==> config.mk <==
export PLATFORM = sky130hd
export DESIGN_NAME = pci_irq_steer
export DESIGN_NICKNAME = d
export VERILOG_FILES = /design/src/rtl/pirq_pkg.sv /design/src/rtl/pirq_field_decode.sv /design/src/rtl/pirq_cfg_store.sv /design/src/rtl/pirq_route_regs.sv /design/src/rtl/pirq_req_merge.sv /design/src/rtl/pci_irq_steer.sv
export SDC_FILE = /design/constraint.sdc
export NUM_CORES = 1
export LEC_CHECK = 0
export ABC_CLOCK_PERIOD_IN_PS = 2800
export CORE_UTILIZATION = 55
export DETAILED_ROUTE_END_ITERATION = 12
export HOLD_SLACK_MARGIN = 0.15
export PLACE_DENSITY_LB_ADDON = 0.2
export SETUP_SLACK_MARGIN = 0.05
export SLEW_MARGIN = 30
export SYNTH_ARGS = -nofsm -noshare
export SYNTH_HDL_FRONTEND = slang
export SYNTH_SLANG_ARGS = --single-unit
==> constraint.sdc <==
create_clock -name clk -period 2.8 [get_ports clk]
set_input_delay 0.56 -clock clk [delete_from_list [all_inputs] [get_ports clk]]
set_output_delay 0.56 -clock clk [all_outputs]
set_load 0.03 [all_outputs]
==> src/rtl/pirq_pkg.sv <==
package pirq_pkg;

  localparam int LINE_CNT = 4;
  localparam int NUM_W    = 4;
  localparam int SEL_W    = 3;

  typedef enum logic [1:0] {
    LN_A = 2'd0,
    LN_B = 2'd1,
    LN_C = 2'd2,
    LN_D = 2'd3
  } line_e;

  // 1-based selector to IRQ number; selector 0 yields 0 (disabled)
  function automatic logic [NUM_W-1:0] sel_to_irq(input logic [SEL_W-1:0] sel);
    logic [NUM_W-1:0] r;
    case (sel)
      3'd1:    r = 4'd5;
      3'd2:    r = 4'd9;
      3'd3:    r = 4'd10;
      3'd4:    r = 4'd11;
      3'd5:    r = 4'd12;
      3'd6:    r = 4'd14;
      3'd7:    r = 4'd15;
      default: r = 4'd0;
    endcase
    return r;
  endfunction

  function automatic logic irq_is_legal(input logic [NUM_W-1:0] n);
    return (n == 4'd5) || (n == 4'd9) || (n == 4'd10) || (n == 4'd11) ||
           (n == 4'd12) || (n == 4'd14) || (n == 4'd15);
  endfunction

endpackage

==> src/rtl/pirq_field_decode.sv <==
module pirq_field_decode
  import pirq_pkg::*;
#(
  parameter int FIELD_W = 4
) (
  input  logic [FIELD_W-1:0] field,
  output logic [NUM_W-1:0]   irq_num,
  output logic               irq_vld
);

  logic [SEL_W-1:0] sel;

  always_comb begin
    sel     = field[SEL_W-1:0];
    irq_vld = (sel != '0);
    irq_num = irq_vld ? sel_to_irq(sel) : '0;
  end

endmodule

==> src/rtl/pirq_cfg_store.sv <==
module pirq_cfg_store #(
  parameter int                ADDR_W = 8,
  parameter int                DATA_W = 8,
  parameter logic [ADDR_W-1:0] BASE   = 8'h88,
  parameter int                SLOTS  = 8
) (
  input  logic              clk,
  input  logic              rst,
  input  logic              we,
  input  logic [ADDR_W-1:0] addr,
  input  logic [DATA_W-1:0] wdata,
  output logic [DATA_W-1:0] rdata
);

  localparam int IDX_W = (SLOTS > 1) ? $clog2(SLOTS) : 1;

  logic [DATA_W-1:0] mem [SLOTS];
  logic [ADDR_W-1:0] offs;
  logic              in_rng;
  logic [IDX_W-1:0]  idx;

  always_comb begin
    offs   = addr - BASE;
    in_rng = (addr >= BASE) && (offs < ADDR_W'(SLOTS));
    idx    = offs[IDX_W-1:0];
  end

  always_ff @(posedge clk) begin
    if (rst) begin
      for (int k = 0; k < SLOTS; k++) mem[k] <= '0;
    end else if (we && in_rng) begin
      mem[idx] <= wdata;
    end
  end

  always_ff @(posedge clk) begin
    if (rst)         rdata <= '0;
    else if (in_rng) rdata <= mem[idx];
    else             rdata <= '0;
  end

  a_r7_outside_reads_zero: assert property (@(posedge clk) disable iff (rst)
    !in_rng |=> (rdata == '0));

  a_r12_read_follows_store: assert property (@(posedge clk) disable iff (rst)
    (in_rng && !we) |=> (rdata == $past(mem[idx])));

endmodule

==> src/rtl/pirq_route_regs.sv <==
module pirq_route_regs
  import pirq_pkg::*;
#(
  parameter int                ADDR_W = 8,
  parameter int                DATA_W = 8,
  parameter logic [ADDR_W-1:0] BASE   = 8'h88,
  parameter int                SLOTS  = 8
) (
  input  logic                      clk,
  input  logic                      rst,
  input  logic                      we,
  input  logic [ADDR_W-1:0]         addr,
  input  logic [DATA_W-1:0]         wdata,
  output logic [LINE_CNT*NUM_W-1:0] num_q,
  output logic [LINE_CNT-1:0]       vld_q
);

  localparam int HALF_W = DATA_W / 2;

  logic [ADDR_W-1:0] offs;
  logic              in_rng;
  logic              odd_slot;
  logic [NUM_W-1:0]  hi_num, lo_num;
  logic              hi_vld, lo_vld;

  always_comb begin
    offs     = addr - BASE;
    in_rng   = (addr >= BASE) && (offs < ADDR_W'(SLOTS));
    odd_slot = addr[0];
  end

  pirq_field_decode #(.FIELD_W(HALF_W)) u_dec_hi (
    .field   (wdata[DATA_W-1:HALF_W]),
    .irq_num (hi_num),
    .irq_vld (hi_vld)
  );

  pirq_field_decode #(.FIELD_W(HALF_W)) u_dec_lo (
    .field   (wdata[HALF_W-1:0]),
    .irq_num (lo_num),
    .irq_vld (lo_vld)
  );

  // Lines 0,1 (A,B) are owned by odd offsets; lines 2,3 (C,D) by even.
  // Within a pair the lower-numbered line takes the high field.
  for (genvar i = 0; i < LINE_CNT; i++) begin : g_line
    localparam bit OWN_ODD = (i < 2);
    localparam bit USE_HI  = ((i % 2) == 0);
    logic hit;
    assign hit = we && in_rng && (odd_slot == OWN_ODD);

    always_ff @(posedge clk) begin
      if (rst) begin
        num_q[i*NUM_W +: NUM_W] <= '0;
        vld_q[i]                <= 1'b0;
      end else if (hit) begin
        num_q[i*NUM_W +: NUM_W] <= USE_HI ? hi_num : lo_num;
        vld_q[i]                <= USE_HI ? hi_vld : lo_vld;
      end
    end

    a_r5_number_legal: assert property (@(posedge clk) disable iff (rst)
      vld_q[i] |-> irq_is_legal(num_q[i*NUM_W +: NUM_W]));

    a_r4_off_means_zero: assert property (@(posedge clk) disable iff (rst)
      !vld_q[i] |-> (num_q[i*NUM_W +: NUM_W] == '0));
  end

  a_r1_reset_clear: assert property (@(posedge clk) disable iff (rst)
    $past(rst) |-> (vld_q == '0));

  a_r2_odd_keeps_cd: assert property (@(posedge clk) disable iff (rst)
    (we && in_rng && odd_slot) |=>
      ($stable(vld_q[3:2]) && $stable(num_q[4*NUM_W-1:2*NUM_W])));

  a_r3_even_keeps_ab: assert property (@(posedge clk) disable iff (rst)
    (we && in_rng && !odd_slot) |=>
      ($stable(vld_q[1:0]) && $stable(num_q[2*NUM_W-1:0])));

  a_r7_outside_no_route: assert property (@(posedge clk) disable iff (rst)
    !in_rng |=> ($stable(vld_q) && $stable(num_q)));

endmodule

==> src/rtl/pirq_req_merge.sv <==
module pirq_req_merge
  import pirq_pkg::*;
#(
  parameter int IRQS = 16
) (
  input  logic                      clk,
  input  logic                      rst,
  input  logic [LINE_CNT-1:0]       int_n,
  input  logic [LINE_CNT*NUM_W-1:0] num,
  input  logic [LINE_CNT-1:0]       vld,
  output logic [IRQS-1:0]           irq_q
);

  logic [IRQS-1:0] irq_d;

  always_comb begin
    irq_d = '0;
    for (int l = 0; l < LINE_CNT; l++) begin
      if (vld[l] && !int_n[l]) begin
        for (int q = 0; q < IRQS; q++) begin
          if (num[l*NUM_W +: NUM_W] == NUM_W'(q)) irq_d[q] = 1'b1;
        end
      end
    end
  end

  always_ff @(posedge clk) begin
    if (rst) irq_q <= '0;
    else     irq_q <= irq_d;
  end

  a_r9_idle_quiet: assert property (@(posedge clk) disable iff (rst)
    (&int_n) |=> (irq_q == '0));

  a_r10_bits_bounded: assert property (@(posedge clk) disable iff (rst)
    $countones(irq_q) <= LINE_CNT);

  a_r4_disabled_quiet: assert property (@(posedge clk) disable iff (rst)
    (vld == '0) |=> (irq_q == '0));

endmodule

==> src/rtl/pci_irq_steer.sv <==
module pci_irq_steer
  import pirq_pkg::*;
#(
  parameter int                ADDR_W = 8,
  parameter int                DATA_W = 8,
  parameter logic [ADDR_W-1:0] BASE   = 8'h88,
  parameter int                SLOTS  = 8,
  parameter int                IRQS   = 16
) (
  input  logic                      clk,
  input  logic                      rst,
  input  logic                      cfg_we,
  input  logic [ADDR_W-1:0]         cfg_addr,
  input  logic [DATA_W-1:0]         cfg_wdata,
  output logic [DATA_W-1:0]         cfg_rdata,
  input  logic [LINE_CNT-1:0]       pci_int_n,
  output logic [LINE_CNT*NUM_W-1:0] line_irq_num,
  output logic [LINE_CNT-1:0]       line_irq_vld,
  output logic [IRQS-1:0]           isa_irq
);

  pirq_cfg_store #(
    .ADDR_W(ADDR_W), .DATA_W(DATA_W), .BASE(BASE), .SLOTS(SLOTS)
  ) u_store (
    .clk   (clk),
    .rst   (rst),
    .we    (cfg_we),
    .addr  (cfg_addr),
    .wdata (cfg_wdata),
    .rdata (cfg_rdata)
  );

  pirq_route_regs #(
    .ADDR_W(ADDR_W), .DATA_W(DATA_W), .BASE(BASE), .SLOTS(SLOTS)
  ) u_route (
    .clk   (clk),
    .rst   (rst),
    .we    (cfg_we),
    .addr  (cfg_addr),
    .wdata (cfg_wdata),
    .num_q (line_irq_num),
    .vld_q (line_irq_vld)
  );

  pirq_req_merge #(.IRQS(IRQS)) u_merge (
    .clk   (clk),
    .rst   (rst),
    .int_n (pci_int_n),
    .num   (line_irq_num),
    .vld   (line_irq_vld),
    .irq_q (isa_irq)
  );

  a_r11_vec_lags_route: assert property (@(posedge clk) disable iff (rst)
    ($past(line_irq_vld) == '0) |-> (isa_irq == '0));

endmodule

== Yosys cells after proc, flatten, opt, wreduce, memory -nomap -nowiden ==
Memories as Yosys holds them, arrays and structs flattened. A register that Yosys moved wholly into a read port is not among the register bits.
Cells that the tools add are included.
Operators by class
  add/sub/neg operators: 1
  $mul: 0
  div/mod/pow operators: 0
  magnitude comparators: 2
  eq/ne operators: 74
  shift operators: 0
  muxes and demuxes: 80
  bitwise gates (word level): 2
  reductions and logical operators: 20
Operators with widths (count)
  == test 4 bit (second input constant): 32
  2-to-1 mux 1 bit: 70
  == test 4 x 3 -> 1 bit (second input constant): 16
  2-to-1 mux 16 bit: 4
  case mux 4 bit (7 select lines): 2
  == test 4 x 2 -> 1 bit (second input constant): 8
  == test 3 bit (second input constant): 8
  == test 4 x 1 -> 1 bit (second input constant): 4
  logical NOT 4 bit: 4
  == test 3 x 2 -> 1 bit (second input constant): 4
  greater-or-equal comparator 8 bit (second input constant): 1
  logical AND 1 bit: 8
  less-than comparator 8 x 4 -> 1 bit (second input constant): 1
  2-to-1 mux 4 bit: 2
  2-to-1 mux 8 bit: 1
  OR reduction 8 bit: 1
  subtractor 8 bit (second input constant): 1
  == test 3 x 1 -> 1 bit (second input constant): 2
  nonzero test 3 bit: 2
  logical NOT 1 bit: 4
  2-to-1 mux 3 bit: 1
  NOT 1 bit: 2
  OR reduction 2 bit: 1
Word-level totals
  bits in registers: 36
  latch bits: 0
  bits in writable memories: 64
  bits in read-only memories: 0
  input bits: 23
  memories: 1
Memories
  u_store.mem: words 8, bits a word 8, read ports 1, clocked after Yosys merged registers in 1, write ports 8, RTL line pirq_cfg_store.sv:17  | logic [DATA_W-1:0] mem [SLOTS];

== Logic depth before layout (Yosys ltp) ==
Gate-level depths: netlist (run 1).
  depth in word-level cells: 9
  depth in mapped cells: 7
  gate-level depth less buffers: 5

== Modules after synthesis ==
A second synthesis (run 1) with hierarchy kept.
Unflattened totals
  cell total of the unflattened synthesis: 451
  area, all modules: 5271.3 µm²
By module, submodules not included
  pirq_cfg_store: times used 1, cells an instance 252, area an instance 3261.9 µm²
  pirq_req_merge: times used 1, cells an instance 103, area an instance 989.7 µm²
  pirq_route_regs: times used 1, cells an instance 86, area an instance 902.1 µm²
  pirq_field_decode: times used 2, cells an instance 5, area an instance 58.8 µm²

== Worst setup path after synthesis (run 1) ==
Ideal clock, no wire load.
  path kind: in2reg
  from: in cfg_addr[3]
  to: mem u_store.mem[2][0], enable pin
  setup time: 375 ps
  arrival: 2049 ps
  setup slack: 376 ps
  stages: 6
  buffers on the path: 1
  cells stage by stage: inv_1 -> ha_1 -> nand4b_2 -> or3_1 -> buf_2 -> o21bai_1
RTL lines
  start, declared: RTL line pci_irq_steer.sv:13  | input logic [ADDR_W-1:0] cfg_addr,
  end, declared: RTL line pirq_cfg_store.sv:17

==> results.json, run 1 <==
{
  "worst_pin_slew_ns": 0.7051,
  "holdCritPathClass": "reg -> reg",
  "p_leak_nw": 2.187,
  "rsz0062_at_grt": "false",
  "cts_max_level": 3,
  "slew_viol_final": 0,
  "skew_ns": 0.01128,
  "wl_per_cell_um": 20.28,
  "start_util_pct": 57.24,
  "layout_commonest_cell": "nor2_1",
  "holdBufCountCts": 0,
  "reg2reg_depth": 3,
  "gp_congestion": 0.9745,
  "fill_cells": 669,
  "clk_pin_slew_ns": 0.10,
  "rows": 34,
  "antenna_found_initial": 0,
  "ios": 67,
  "synth_enable_flop_cells": 64,
  "clk_latency_ns": 0.36,
  "hpwl_um": 9535,
  "cts_sinks": 108,
  "ant_nets": 0,
  "drc": 0,
  "critPathSlowestCell": "or3_1",
  "vias": 3949,
  "synth_area_um2": 5016,
  "clockBufferDepth": 2,
  "root_buffer": "clkbuf_8",
  "hold_viol": 0,
  "critPathLaunchType": "primary input",
  "netlist_instances": 445,
  "p_per_area_nw_per_um2": 482.2,
  "core_area_um2": 8763,
  "cts_resized": 0,
  "syn_to_final_growth_pct": 22.40,
  "diodes": 0,
  "portBuffers": 66,
  "finalCritPeriodShare_pct": 86.50,
  "grt_pass1_wl_um": 20280,
  "synth_cell_type_count": 39,
  "grt_pass1_vias": 3741,
  "grt_max_degree": 47,
  "min_to": "u_route.num_q[1]",
  "nets": 553,
  "drv_cap": 0,
  "drive_gt1_share_pct": 11.80,
  "drt-initial-drc-count": 476,
  "tns_ns": 0,
  "cts_tree": "done",
  "crit_chain": "clkdlybuf4s50_1 > inv_1 > ha_1 > nand4b_2 > or3_1 > o21bai_1 > buf_4",
  "max_freq_ghz": 0.4129,
  "grt_usage_pct": 28.21,
  "synth-seq-cells": 108,
  "slew-limit-headroom_pct": 52.83,
  "required_ns": 2.88,
  "most-common-layout-cells": "nor2_1 (68), clkdlybuf4s50_1 (65), edfxtp_1 (64), mux2i_1 (52), dfxtp_1 (44)",
  "chipHeight_um": 97.50,
  "syn_avg_cell_area_um2": 11.27,
  "placed_area_um2": 5936,
  "die_w_um": 97.50,
  "ys.warnings.count": 0,
  "hold_path_depth": 2,
  "dr.pass1.iters": 5,
  "worstHoldStart": "u_route.num_q[1]",
  "post-place-ws_ns": 0.02891,
  "synth_ff_type": "edfxtp_1",
  "wl_um": 13020,
  "ir_drop_mv": 0.2792,
  "syn-num-nets": 469,
  "timing.rr.end": "u_merge.irq_q[10]",
  "worstPathMaxFanout": 8,
  "outcome": "finished, final reports clean",
  "end_kind": "register",
  "crit_type": "in -> reg",
  "rrSetupSlack_ns": 1.44,
  "cpPeakStageDelay_ns": 0.51,
  "cts_buffers": 9,
  "post_cts_buffers": 0,
  "setup_violations": 0,
  "grt-ovfl-total": 0,
  "period_needed_ns": 2.422,
  "postLayoutCellArea_um2": 6140,
  "seq_area_frac_synth_pct": 55.87,
  "r2r-start": "u_route.num_q[3]",
  "ys_async_sr_fraction_pct": 0,
  "whs_ns": 0.5382,
  "via_per_inst": 6.151,
  "postLayoutSetupSlackWorst_ns": 0.3779,
  "arrival_ns": 2.50,
  "die_area_um2": 9506
}
-- registers in the layout, indices dropped and copies added (netlist names) --
signal         flops
u_store.mem       64
u_merge.irq_q     16
u_route.num_q     16
u_store.rdata      8
u_route.vld_q      4
-- worst max path at each step --
stage                start                end  slack (ns)  cells after the start
2_1_floorplan  cfg_addr[3]  u_store.mem[2][0]        0.38                      6
3_3_place_gp   cfg_addr[3]  u_store.mem[6][1]        0.07                      7
3_5_place_dp   cfg_addr[3]  u_store.mem[6][4]        0.03                      7
4_1_cts        cfg_addr[3]   u_store.rdata[4]        0.41                      6
5_1_grt        cfg_addr[3]  u_store.mem[3][5]        0.28                      7
6_report       cfg_addr[3]  u_store.mem[7][7]        0.38                      7
-- worst max-delay path, delay by kind of cell --
| family | cells | cell delay, ns |
|---|---|---|
| and+or+nand+nor | 2 | 0.74 |
| AOI/OAI and AO/OA | 1 | 0.15 |
| buffers and inverters | 3 | 0.74 |
| adders and majority gates | 1 | 0.29 |
-- layout make-up --
type	instances	area (um^2)	share of cell area, %
multi-input cells	307	2077	33.83
flip-flops and latches	108	2803	45.65
well taps	108	135.1	2.201
clock inverters	7	75.07	1.223
repair buffers	101	918.4	14.96
inverters	2	7.507	0.1223
clock buffers	9	123.9	2.018
-- kinds of logic after synthesis --
family                     count (synthesis)  synth area share (%)
xor gates and xnor gates                   4                 1.297
adders and majority gates                  1                0.2494
AOI/OAI and AO/OA                         88                 12.02
and+or+nand+nor                          162                 17.36
DFF                                      108                 55.87
buffers and inverters                     30                 2.819
muxes                                     52                 10.38
-- where the power goes --
group	switching, mW	internal (mW)
Clock	0.533	0.417
Combinational	0.150	0.113
Sequential	0.0207	1.73
-- cells in the mapped netlist, types with 2 or more instances --
library cell / n / share of area [%]
a21oi_1: 18 / 1.8
dfxtp_1: 44 / 18
or3_1: 4 / 0.50
nor2_1: 68 / 5.1
and4b_1: 5 / 1.0
nor2b_1: 11 / 1.4
a31oi_1: 2 / 0.25
nor4bb_1: 7 / 1.4
buf_1: 4 / 0.30
nand3_2: 2 / 0.40
nand2_1: 18 / 1.3
nand4_1: 4 / 0.50
inv_1: 2 / 0.15
or2_2: 6 / 0.75
xor3_1: 2 / 0.95
o31ai_1: 4 / 0.60
o21a_1: 8 / 1.2
mux2i_1: 52 / 10
nor3_1: 3 / 0.30
buf_6: 2 / 0.45
nand3_1: 4 / 0.40
a22oi_1: 22 / 3.3
a32oi_1: 8 / 1.4
buf_2: 11 / 1.1
o21bai_1: 10 / 1.5
nand2b_1: 19 / 2.4
and2_1: 2 / 0.25
clkbuf_1: 11 / 0.82
edfxtp_1: 64 / 38
o22ai_1: 16 / 2.0
nor4b_1: 4 / 0.70
-- per-stage QoR --
step / util [%] / cells / power (mW)
3_3_place_gp: 67.73 / 626 / 2.035
3_5_place_dp: 67.73 / 626 / 2.042
2_1_floorplan: - / 445 / 1.931
5_1_grt: 70.06 / 642 / 3.056
6_report: 70.06 / 642 / 2.961
4_1_cts: 70.00 / 642 / 2.967
-- per-layer routing --
layer,vias to the layer above,global-route usage [%],routed length [um]
li1,1820,-,-
met1,1858,40.20,5532
met2,236,41.90,5709
met3,35,5.396,1341
met4,0,12.56,436
met5,-,0,0
Note: power is estimated with default switching activity, not from simulation.
==> inputs of run 2 (changes only) <==
--- a/config.mk
+++ b/config.mk
@@ -5,7 +5,7 @@
 export SDC_FILE = /design/constraint.sdc
 export NUM_CORES = 1
 export LEC_CHECK = 0
-export ABC_CLOCK_PERIOD_IN_PS = 2800
+export ABC_CLOCK_PERIOD_IN_PS = 2270
 export CORE_UTILIZATION = 55
 export DETAILED_ROUTE_END_ITERATION = 12
 export HOLD_SLACK_MARGIN = 0.15
==> constraint.sdc (replaced) <==
create_clock -name clk -period 2.27 [get_ports clk]
set_input_delay 0.454 -clock clk [delete_from_list [all_inputs] [get_ports clk]]
set_output_delay 0.454 -clock clk [all_outputs]
set_load 0.03 [all_outputs]
==> run 2 against run 1 <==
Net effect: die area unchanged; routed wire length up 2.5%; count of clock-buffer cells in the layout up 1; critical path depth did not move; combinational power increased by 33%; clock skew up 0.0036 ns; sequential cell count is the same; first-iteration DRC count decreased by 25%; clock power rose by 17%; sequential power increased by 23%; non-clock buffer count increased by 10; total power rose by 22%.
==> results.json, run 2 (synthesis results as in run 1) <==
{
  "outcome": "finished, final reports clean",
  "arrival_ns": 2.26,
  "chipHeight_um": 97.50,
  "crit_type": "in -> reg",
  "worstHoldStart": "u_route.vld_q[0]",
  "post-place-ws_ns": -0.3909,
  "required_ns": 2.36,
  "dr.pass1.iters": 6,
  "ios": 67,
  "die_w_um": 97.50,
  "core_area_um2": 8763,
  "antenna_found_initial": 0,
  "holdCritPathClass": "reg -> reg",
  "ir_drop_mv": 0.4443,
  "cts_tree": "done",
  "cts_buffers": 9,
  "drive_gt1_share_pct": 14.52,
  "wl_per_cell_um": 20.46,
  "grt-ovfl-total": 0,
  "layout_commonest_cell": "nor2_1",
  "rrSetupSlack_ns": 0.89,
  "holdBufCountCts": 0,
  "cts_sinks": 108,
  "reg2reg_depth": 4,
  "clockBufferDepth": 2,
  "hpwl_um": 9851,
  "worstPathMaxFanout": 8,
  "p_leak_nw": 2.263,
  "most-common-layout-cells": "nor2_1 (68), clkdlybuf4s50_1 (65), edfxtp_1 (64), mux2i_1 (52)",
  "grt_max_degree": 26,
  "finalCritPeriodShare_pct": 95.47,
  "hold_viol": 0,
  "critPathLaunchType": "primary input",
  "via_per_inst": 6.193,
  "min_to": "u_route.vld_q[0]",
  "fill_cells": 652,
  "clk_latency_ns": 0.37,
  "largest_reg_flops": 64,
  "syn_to_final_growth_pct": 24.79,
  "grt_usage_pct": 28.62,
  "final_util_pct": 71.43,
  "drv_cap": 0,
  "post_cts_buffers": 0,
  "p_per_area_nw_per_um2": 577.5,
  "gp_congestion": 0.9659,
  "slew-limit-headroom_pct": 59.59,
  "clk_pin_slew_ns": 0.11,
  "portBuffers": 66,
  "top_regs": "u_store.mem (64), u_merge.irq_q (16), u_route.num_q (16)",
  "nets": 563,
  "rsz0062_at_grt": "false",
  "hold_path_depth": 2,
  "drt-initial-drc-count": 358,
  "cts_max_level": 3,
  "end_kind": "register",
  "top_register": "u_store.mem",
  "root_buffer": "clkbuf_8",
  "setup_violations": 0,
  "die_area_um2": 9506,
  "start_util_pct": 57.24,
  "timing.rr.end": "u_merge.irq_q[7]",
  "worst_pin_slew_ns": 0.6048,
  "grt_pass1_wl_um": 20380,
  "drc": 0,
  "ant_nets": 0,
  "skew_ns": 0.01492,
  "wl_um": 13340,
  "diodes": 0,
  "period_needed_ns": 2.167,
  "vias": 4038,
  "whs_ns": 0.5434,
  "postLayoutSetupSlackWorst_ns": 0.1029,
  "max_freq_ghz": 0.4615,
  "grt_pass1_vias": 3828,
  "r2r-start": "u_route.num_q[10]",
  "slew_viol_final": 0,
  "rows": 34
}
==> run 2: cell types whose count changed in the layout (fill, tap and decap cells not counted), moves of 3 or more <==
cell        delta
buf_4          +9
clkinvlp_4     -3
inv_6          +3
o21bai_1       -3
o21bai_2       +3
or3_1          -4
or3_4          +4
==> run 2: per-stage QoR <==
step / total power, mW / instance area (um^2) / setup TNS, ns / instances
floorplan: 2.383 / 5027 / -1.178 / 445
global placement: 2.525 / 6035 / -29.30 / 636
detailed placement: 2.535 / 6035 / -36.36 / 636
CTS: 3.609 / 6260 / 0 / 652
global route: 3.722 / 6260 / 0 / 652
finish: 3.615 / 6260 / 0 / 652
==> run 2: worst max path at each step <==
stage | cells past startpoint | slack (ns) | to | startpoint
after floorplan | 6 | -0.03 | u_store.mem[6][0] | cfg_addr[3]
after global placement | 7 | -0.33 | u_store.mem[6][6] | cfg_addr[3]
after detailed placement | 7 | -0.39 | u_store.mem[6][0] | cfg_addr[3]
after CTS | 7 | 0.09 | u_store.mem[7][4] | cfg_addr[3]
after global routing | 7 | 0.08 | u_store.mem[5][3] | cfg_addr[3]
final | 7 | 0.10 | u_store.mem[2][3] | cfg_addr[3]
==> run 2: area by class of cell <==
class                      count  area [um^2]  share of cell area, %
tap                          108        135.1                  2.159
sequential                   108         2803                  44.77
clock buffer                  10        127.6                  2.039
timing repair buffer         111         1006                  16.07
clock inverter                 6        56.30                 0.8995
inverter                       2        7.507                 0.1199
multi-input combinational    307         2125                  33.94
==> run 2: critical path, stage by stage <==
cell and delay [ns]:
clkdlybuf4s50_1 0.51, inv_1 0.09, ha_4 0.28, nand4b_4 0.14, or3_4 0.44, o21bai_2 0.14
buf_4 0.18
==> run 2: repair_timing <==
action,CTS,global route
hold endpoints to repair,0,0
endpoints found under the setup margin,61,8
pin swaps,0,1
resized for setup,6,0
==> run 2: report_power, final <==
| group | total (mW) | switching (mW) | internal, mW | leakage (nW) |
|---|---|---|---|---|
| clock network | 1.11 | 0.688 | 0.423 | 0.0910 |
| registers | 2.16 | 0.0254 | 2.13 | 0.962 |
| logic | 0.349 | 0.192 | 0.157 | 1.21 |
==> run 2: per-layer routing <==
metal	GRT usage [%]	wire [um]	up-vias
met4	9.276	244	0
met2	44.70	6195	227
li1	-	-	1842
met1	38.83	5607	1949
met3	7.770	1292	20
met5	0	0	-
